==> config.mk <==
export PLATFORM = sky130hd
export DESIGN_NAME = alu8_flags
export DESIGN_NICKNAME = d
export VERILOG_FILES = /design/src/rtl/alu8_pkg.sv /design/src/rtl/alu8_rst_sync.sv /design/src/rtl/alu8_adder.sv /design/src/rtl/alu8_shift.sv /design/src/rtl/alu8_flags.sv
export SDC_FILE = /design/constraint.sdc
export NUM_CORES = 1
export LEC_CHECK = 0
export BUFFER_PORTS_ARGS = -buffer_cell sky130_fd_sc_hd__buf_2
export CAP_MARGIN = 30
export CORE_MARGIN = 3
export CORE_UTILIZATION = 55
export CTS_CLUSTER_DIAMETER = 120
export DETAILED_ROUTE_END_ITERATION = 8
export PLACE_DENSITY = 0.85
export SYNTH_ARGS = -nofsm -noshare
export SYNTH_HDL_FRONTEND = slang
export SYNTH_SLANG_ARGS = --single-unit
==> constraint.sdc <==
create_clock -name clk -period 5.6 [get_ports clk]
set_clock_uncertainty 0.1 [all_clocks]
set_input_delay 0.84 -clock clk [delete_from_list [all_inputs] [get_ports clk]]
set_output_delay 0.84 -clock clk [all_outputs]
set_load 0.1 [all_outputs]
==> src/rtl/alu8_pkg.sv <==
package alu8_pkg;
  localparam int FLAG_N = 3;
  localparam int FLAG_V = 2;
  localparam int FLAG_Z = 1;
  localparam int FLAG_C = 0;
  localparam int FLAG_W = 4;

  typedef enum logic [3:0] {
    OP_OR   = 4'd0,
    OP_AND  = 4'd1,
    OP_XOR  = 4'd2,
    OP_ADC  = 4'd3,
    OP_SBC  = 4'd4,
    OP_CMP  = 4'd5,
    OP_BIT  = 4'd6,
    OP_SHL  = 4'd7,
    OP_SHR  = 4'd8,
    OP_ROL  = 4'd9,
    OP_ROR  = 4'd10,
    OP_INC  = 4'd11,
    OP_DEC  = 4'd12,
    OP_PASS = 4'd13,
    OP_NOP0 = 4'd14,
    OP_NOP1 = 4'd15
  } alu_op_e;
endpackage

==> src/rtl/alu8_rst_sync.sv <==
module alu8_rst_sync #(
  parameter int STAGES = 2
) (
  input  logic clk,
  input  logic rst_n,
  output logic rst_sync_n
);
  logic [STAGES-1:0] chain_q;
  logic [STAGES-1:0] chain_d;

  always_comb begin
    chain_d = {chain_q[STAGES-2:0], 1'b1};
  end

  always_ff @(posedge clk or negedge rst_n) begin
    if (!rst_n) chain_q <= '0;
    else        chain_q <= chain_d;
  end

  assign rst_sync_n = chain_q[STAGES-1];
endmodule

==> src/rtl/alu8_adder.sv <==
module alu8_adder #(
  parameter int W = 8
) (
  input  logic [W-1:0] a,
  input  logic [W-1:0] b,
  input  logic         cin,
  output logic [W-1:0] sum,
  output logic         cout,
  output logic         ovf
);
  logic [W:0]   full;
  logic [W-1:0] low;

  always_comb begin
    full = {1'b0, a} + {1'b0, b} + {{W{1'b0}}, cin};
    low  = {1'b0, a[W-2:0]} + {1'b0, b[W-2:0]} + {{(W-1){1'b0}}, cin};
    sum  = full[W-1:0];
    cout = full[W];
    // carry into the sign bit versus carry out of it
    ovf  = low[W-1] ^ full[W];
  end
endmodule

==> src/rtl/alu8_shift.sv <==
module alu8_shift #(
  parameter int W = 8
) (
  input  logic [W-1:0] val,
  input  logic         cin,
  input  logic         to_right,
  input  logic         rotate,
  output logic [W-1:0] res,
  output logic         cout
);
  logic fill;

  always_comb begin
    fill = rotate & cin;
    if (to_right) begin
      res  = {fill, val[W-1:1]};
      cout = val[0];
    end else begin
      res  = {val[W-2:0], fill};
      cout = val[W-1];
    end
  end
endmodule

==> src/rtl/alu8_flags.sv <==
module alu8_flags
  import alu8_pkg::*;
#(
  parameter int W = 8
) (
  input  logic              clk,
  input  logic              rst_n,
  input  logic              op_valid,
  input  logic [3:0]        op_code,
  input  logic [W-1:0]      reg_val,
  input  logic [W-1:0]      operand,
  output logic [W-1:0]      result,
  output logic [FLAG_W-1:0] flags_nxt,
  output logic [FLAG_W-1:0] flags_q
);
  alu_op_e op;
  logic    rst_sync_n;

  logic [W-1:0] add_b;
  logic         add_cin;
  logic [W-1:0] add_sum;
  logic         add_cout;
  logic         add_ovf;

  logic [W-1:0] sh_res;
  logic         sh_cout;
  logic         sh_right;
  logic         sh_rot;

  logic         nz_from_res;
  logic [FLAG_W-1:0] flags_d;

  assign op = alu_op_e'(op_code);

  alu8_rst_sync #(.STAGES(2)) u_rst (
    .clk        (clk),
    .rst_n      (rst_n),
    .rst_sync_n (rst_sync_n)
  );

  // operand path of the adder: inverted for subtract and compare
  always_comb begin
    add_b   = operand;
    add_cin = flags_q[FLAG_C];
    if (op == OP_SBC) begin
      add_b = ~operand;
    end else if (op == OP_CMP) begin
      add_b   = ~operand;
      add_cin = 1'b1;
    end
  end

  alu8_adder #(.W(W)) u_add (
    .a    (reg_val),
    .b    (add_b),
    .cin  (add_cin),
    .sum  (add_sum),
    .cout (add_cout),
    .ovf  (add_ovf)
  );

  always_comb begin
    sh_right = (op == OP_SHR) || (op == OP_ROR);
    sh_rot   = (op == OP_ROL) || (op == OP_ROR);
  end

  alu8_shift #(.W(W)) u_sh (
    .val      (operand),
    .cin      (flags_q[FLAG_C]),
    .to_right (sh_right),
    .rotate   (sh_rot),
    .res      (sh_res),
    .cout     (sh_cout)
  );

  // result selection and next-flag computation
  always_comb begin
    result      = reg_val;
    flags_d     = flags_q;
    nz_from_res = 1'b1;
    unique case (op)
      OP_OR:   result = reg_val | operand;
      OP_AND:  result = reg_val & operand;
      OP_XOR:  result = reg_val ^ operand;
      OP_ADC, OP_SBC: begin
        result          = add_sum;
        flags_d[FLAG_C] = add_cout;
        flags_d[FLAG_V] = add_ovf;
      end
      OP_CMP: begin
        nz_from_res     = 1'b0;
        flags_d[FLAG_C] = add_cout;
        flags_d[FLAG_N] = add_sum[W-1];
        flags_d[FLAG_Z] = (add_sum == '0);
      end
      OP_BIT: begin
        nz_from_res     = 1'b0;
        flags_d[FLAG_N] = operand[W-1];
        flags_d[FLAG_V] = operand[W-2];
        flags_d[FLAG_Z] = ((reg_val & operand) == '0);
      end
      OP_SHL, OP_SHR, OP_ROL, OP_ROR: begin
        result          = sh_res;
        flags_d[FLAG_C] = sh_cout;
      end
      OP_INC:  result = operand + W'(1);
      OP_DEC:  result = operand - W'(1);
      OP_PASS: result = operand;
      default: nz_from_res = 1'b0;
    endcase
    if (nz_from_res) begin
      flags_d[FLAG_N] = result[W-1];
      flags_d[FLAG_Z] = (result == '0);
    end
    flags_nxt = flags_d;
  end

  always_ff @(posedge clk or negedge rst_sync_n) begin
    if (!rst_sync_n)   flags_q <= '0;
    else if (op_valid) flags_q <= flags_d;
  end

  // flags hold without the strobe
  a_r11_hold: assert property (@(posedge clk) disable iff (!rst_sync_n)
    !op_valid |=> $stable(flags_q));

  // a strobed operation lands in the register
  a_r11_load: assert property (@(posedge clk) disable iff (!rst_sync_n)
    op_valid |=> flags_q == $past(flags_nxt));

  // increment and decrement keep carry and overflow
  a_r9_keep_cv: assert property (@(posedge clk) disable iff (!rst_sync_n)
    (op_code == 4'd11 || op_code == 4'd12) |->
      (flags_nxt[FLAG_C] == flags_q[FLAG_C] && flags_nxt[FLAG_V] == flags_q[FLAG_V]));

  // compare and bit test never alter the register value
  a_r5_reg_kept: assert property (@(posedge clk) disable iff (!rst_sync_n)
    (op_code == 4'd5 || op_code == 4'd6) |-> result == reg_val);

  // bit test takes N and V from the operand
  a_r6_nv: assert property (@(posedge clk) disable iff (!rst_sync_n)
    op_code == 4'd6 |-> (flags_nxt[FLAG_N] == operand[W-1] && flags_nxt[FLAG_V] == operand[W-2]));

  // zero flag agrees with the result for value-producing codes
  a_r1_zero: assert property (@(posedge clk) disable iff (!rst_sync_n)
    (op_code <= 4'd4 || (op_code >= 4'd7 && op_code <= 4'd13)) |->
      flags_nxt[FLAG_Z] == (result == '0));

  // unused codes change nothing
  a_r12_unused: assert property (@(posedge clk) disable iff (!rst_sync_n)
    op_code >= 4'd14 |-> (flags_nxt == flags_q && result == reg_val));
endmodule

==> reports/metrics.cfg <==
[clock_tree]
cts_buffer_depth=2
cts_hold_buf=1
post_cts_buffers=0
path_clk_slew_ns=0.03
root_buffer=clkbuf_8
clk_latency_ns=0.22
cts.sinks=6
h-tree-depth=1
cts_buffers=3
cts_tree=built
ctsResizeCount=0

[yosys]
ys.flop_type=dfrtp_1
synth_top_area_cell=ha_1
syn_inst=358
yosys.area.top_type_share_pct=13.9
synth-seq-cells=6
synth_edf_count=0
synth_most_common_cell=inv_1
netlist_area_mm2=0.00261
yosysUniqueCellTypes=79
async_reset_ff_share_pct=100
yosys_warnings=0
synth.cells.most_frequent=inv_1 (30), ha_1 (29), a21oi_1 (28)
yosysSeqAreaShare_pct=5.75
syn_area_per_cell_um2=7.29
ys_top_cells_by_area=ha_1 (14%), dfrtp_1 (5.7%), a21oi_1 (5.4%), inv_1 (4.3%), o21ai_0 (3.8%)
syn_nets=413

[cells_and_area]
drive_above_1_share_pct=19.7
diodes=0
layout.nets=437
area_growth_pct=11.4
fin_util_pct=65.0

[power_and_ir_drop]
leakagePower_nw=1.24
power_density_mw_per_mm2=193
peakVddDrop_mv=0.246

[setup_path]
path_class=in2out
r2r_cells=11
crit_chain=buf_2, nand2b_2, nor3b_1, or2_2, fa_1, inv_1, fa_1, nor4_1, o31a_1, a2111oi_4, nand4b_1, or4_1, o21ai_4, buf_12
cpPeakStageDelay_ns=0.54
reg2reg_from=flags_q[0]$_DFFE_PN0P_
startpoint_type=input pin
path_max_fanout=4
slowest_stage=or4_1
cp-end-kind=primary output
crit_path_frequent_cell=fa_1
critPathLaunch=op_code[3]
reg2reg_slack_ns=2.20
reg2reg_to=flags_q[1]$_DFFE_PN0P_
critPathArrivalTime_ns=4.33
crit_required_ns=4.66

[min_path]
holdPathEnd=u_rst.chain_q[1]$_DFF_PN0_
hold_depth=0
hp-start=u_rst.chain_q[0]$_DFF_PN0_
hp-class=reg2reg

[global_routing]
antenna_found_initial=0
grtUsageTotal_pct=30.3
grt_max_degree=67
first_global_vias=2790
grt_pass1_wl_um=13300
grt-ovfl-total=0

[routing]
first_iter_violations=379
wl_um=8240
ant_nets=0
vias=3042
wl_per_cell_um=19.1
drcViolationCount=0
viasPerCell=7.04
drt-pass1-iter-count=5

[timing]
max_freq_mhz=190
setup_tns_ns=0
hold_viol=0
worst_slack_ns=0.335
max-slew-margin-rel_pct=55.1
fin_crit_sh_pct=94.0
setup_violations=0
rsz0062_at_grt=no
period_needed_ns=5.27
drv_slew=0
tightest_slew_ns=0.665

[run_status]
status=completed

[floorplan]
rows=24
dieHeight_um=74.9
die_w_um=74.9
ioPinCount=39
fp.dieArea_mm2=0.00561
initial_core_util_pct=58.4
core_mm2=0.00447

[placed_design]
place_ws_ns=0.381
place_congestion=1.03
hpwl_um=6290
io_buffers=38

[flow_run]
maxCapViolCount=0

-- cell families (layout without fill, tap and decap cells) --
logic type      Yosys count  count (layout)  synth area share, %
compound gates          126             126                 34.0
simple gates            115             115                 25.2
buf+inv                  57              79                 10.8
fa+ha+maj                32              32                 16.2
xor+xnor                 14              14                 4.98
mux                       7               7                 2.92
flops                     6               6                 5.75
other cells               1               1                0.144
-- sequential cells by signal, summed over array words and instances, names as in the netlist --
name,flops
flags_q,4
u_rst.chain_q,2
-- metal layers --
metal / part of all wire, % / wire (um) / track usage [%]
met1: 41 / 3350 / 41.7
met2: 45 / 3740 / 47.4
met3: 11 / 899 / 4.67
met4: 2.9 / 242 / 11.5
met5: 0 / 0 / 0
-- critical path, delay by kind of cell --
kind            cells  cell delay, ns
fa+ha+maj           2            0.69
compound gates      3            0.93
simple gates        6            1.50
buf+inv             3            0.36
-- through the flow --
stage          cell area [um2]  cells  total power, mW  hold slack, ns
6_report                  2910    432            0.560           0.252
2_1_floorplan             2660    358            0.398         -0.0597
4_1_cts                   2910    432            0.554           0.257
3_5_place_dp              2860    428            0.487         -0.0360
5_1_grt                   2910    432            0.591           0.268
3_3_place_gp              2860    428            0.479         -0.0377
-- worst max-delay path by stage --
stage	to	slack, ns	cells after the start
finish	flags_nxt[1]	0.33	14
detailed placement	flags_nxt[1]	0.38	14
global route	flags_nxt[1]	0.25	14
floorplan	flags_nxt[1]	0.01	15
CTS	flags_nxt[1]	0.36	14
global placement	flags_nxt[1]	0.50	14
-- where the power goes --
| part | total (mW) | internal (mW) | switching [mW] |
|---|---|---|---|
| combinational | 0.441 | 0.135 | 0.306 |
| sequential | 0.0552 | 0.0491 | 0.00612 |
| clock | 0.0633 | 0.0461 | 0.0173 |
-- cells in the final DEF, fill, tap and decap left out, types with 4 or more instances in the layout --
cell type / count
xnor2_1: 11
nor3b_1: 5
ha_1: 29
nand3b_1: 8
nor2_1: 21
nor2b_1: 7
a211o_1: 4
a21oi_1: 28
inv_1: 30
nand2_1: 17
o21ai_0: 19
a31oi_1: 4
nand3_1: 7
a22oi_1: 4
dfrtp_1: 6
o21ai_1: 4
nor3_1: 4
buf_4: 7
nor4_1: 6
buf_2: 34
o211ai_1: 8
mux2_2: 5
a211oi_1: 5
or2_2: 4
o21a_1: 5
buf_12: 4
nand2b_1: 12
-- layout make-up --
cell class,instances,area (um2)
multi-input combinational,295,2230
fill,385,1570
timing repair buffer,46,313
sequential,6,150
inverter,30,113
tap,52,65.1
clock buffer,3,41.3
Power figures use the tool's default switching activity.
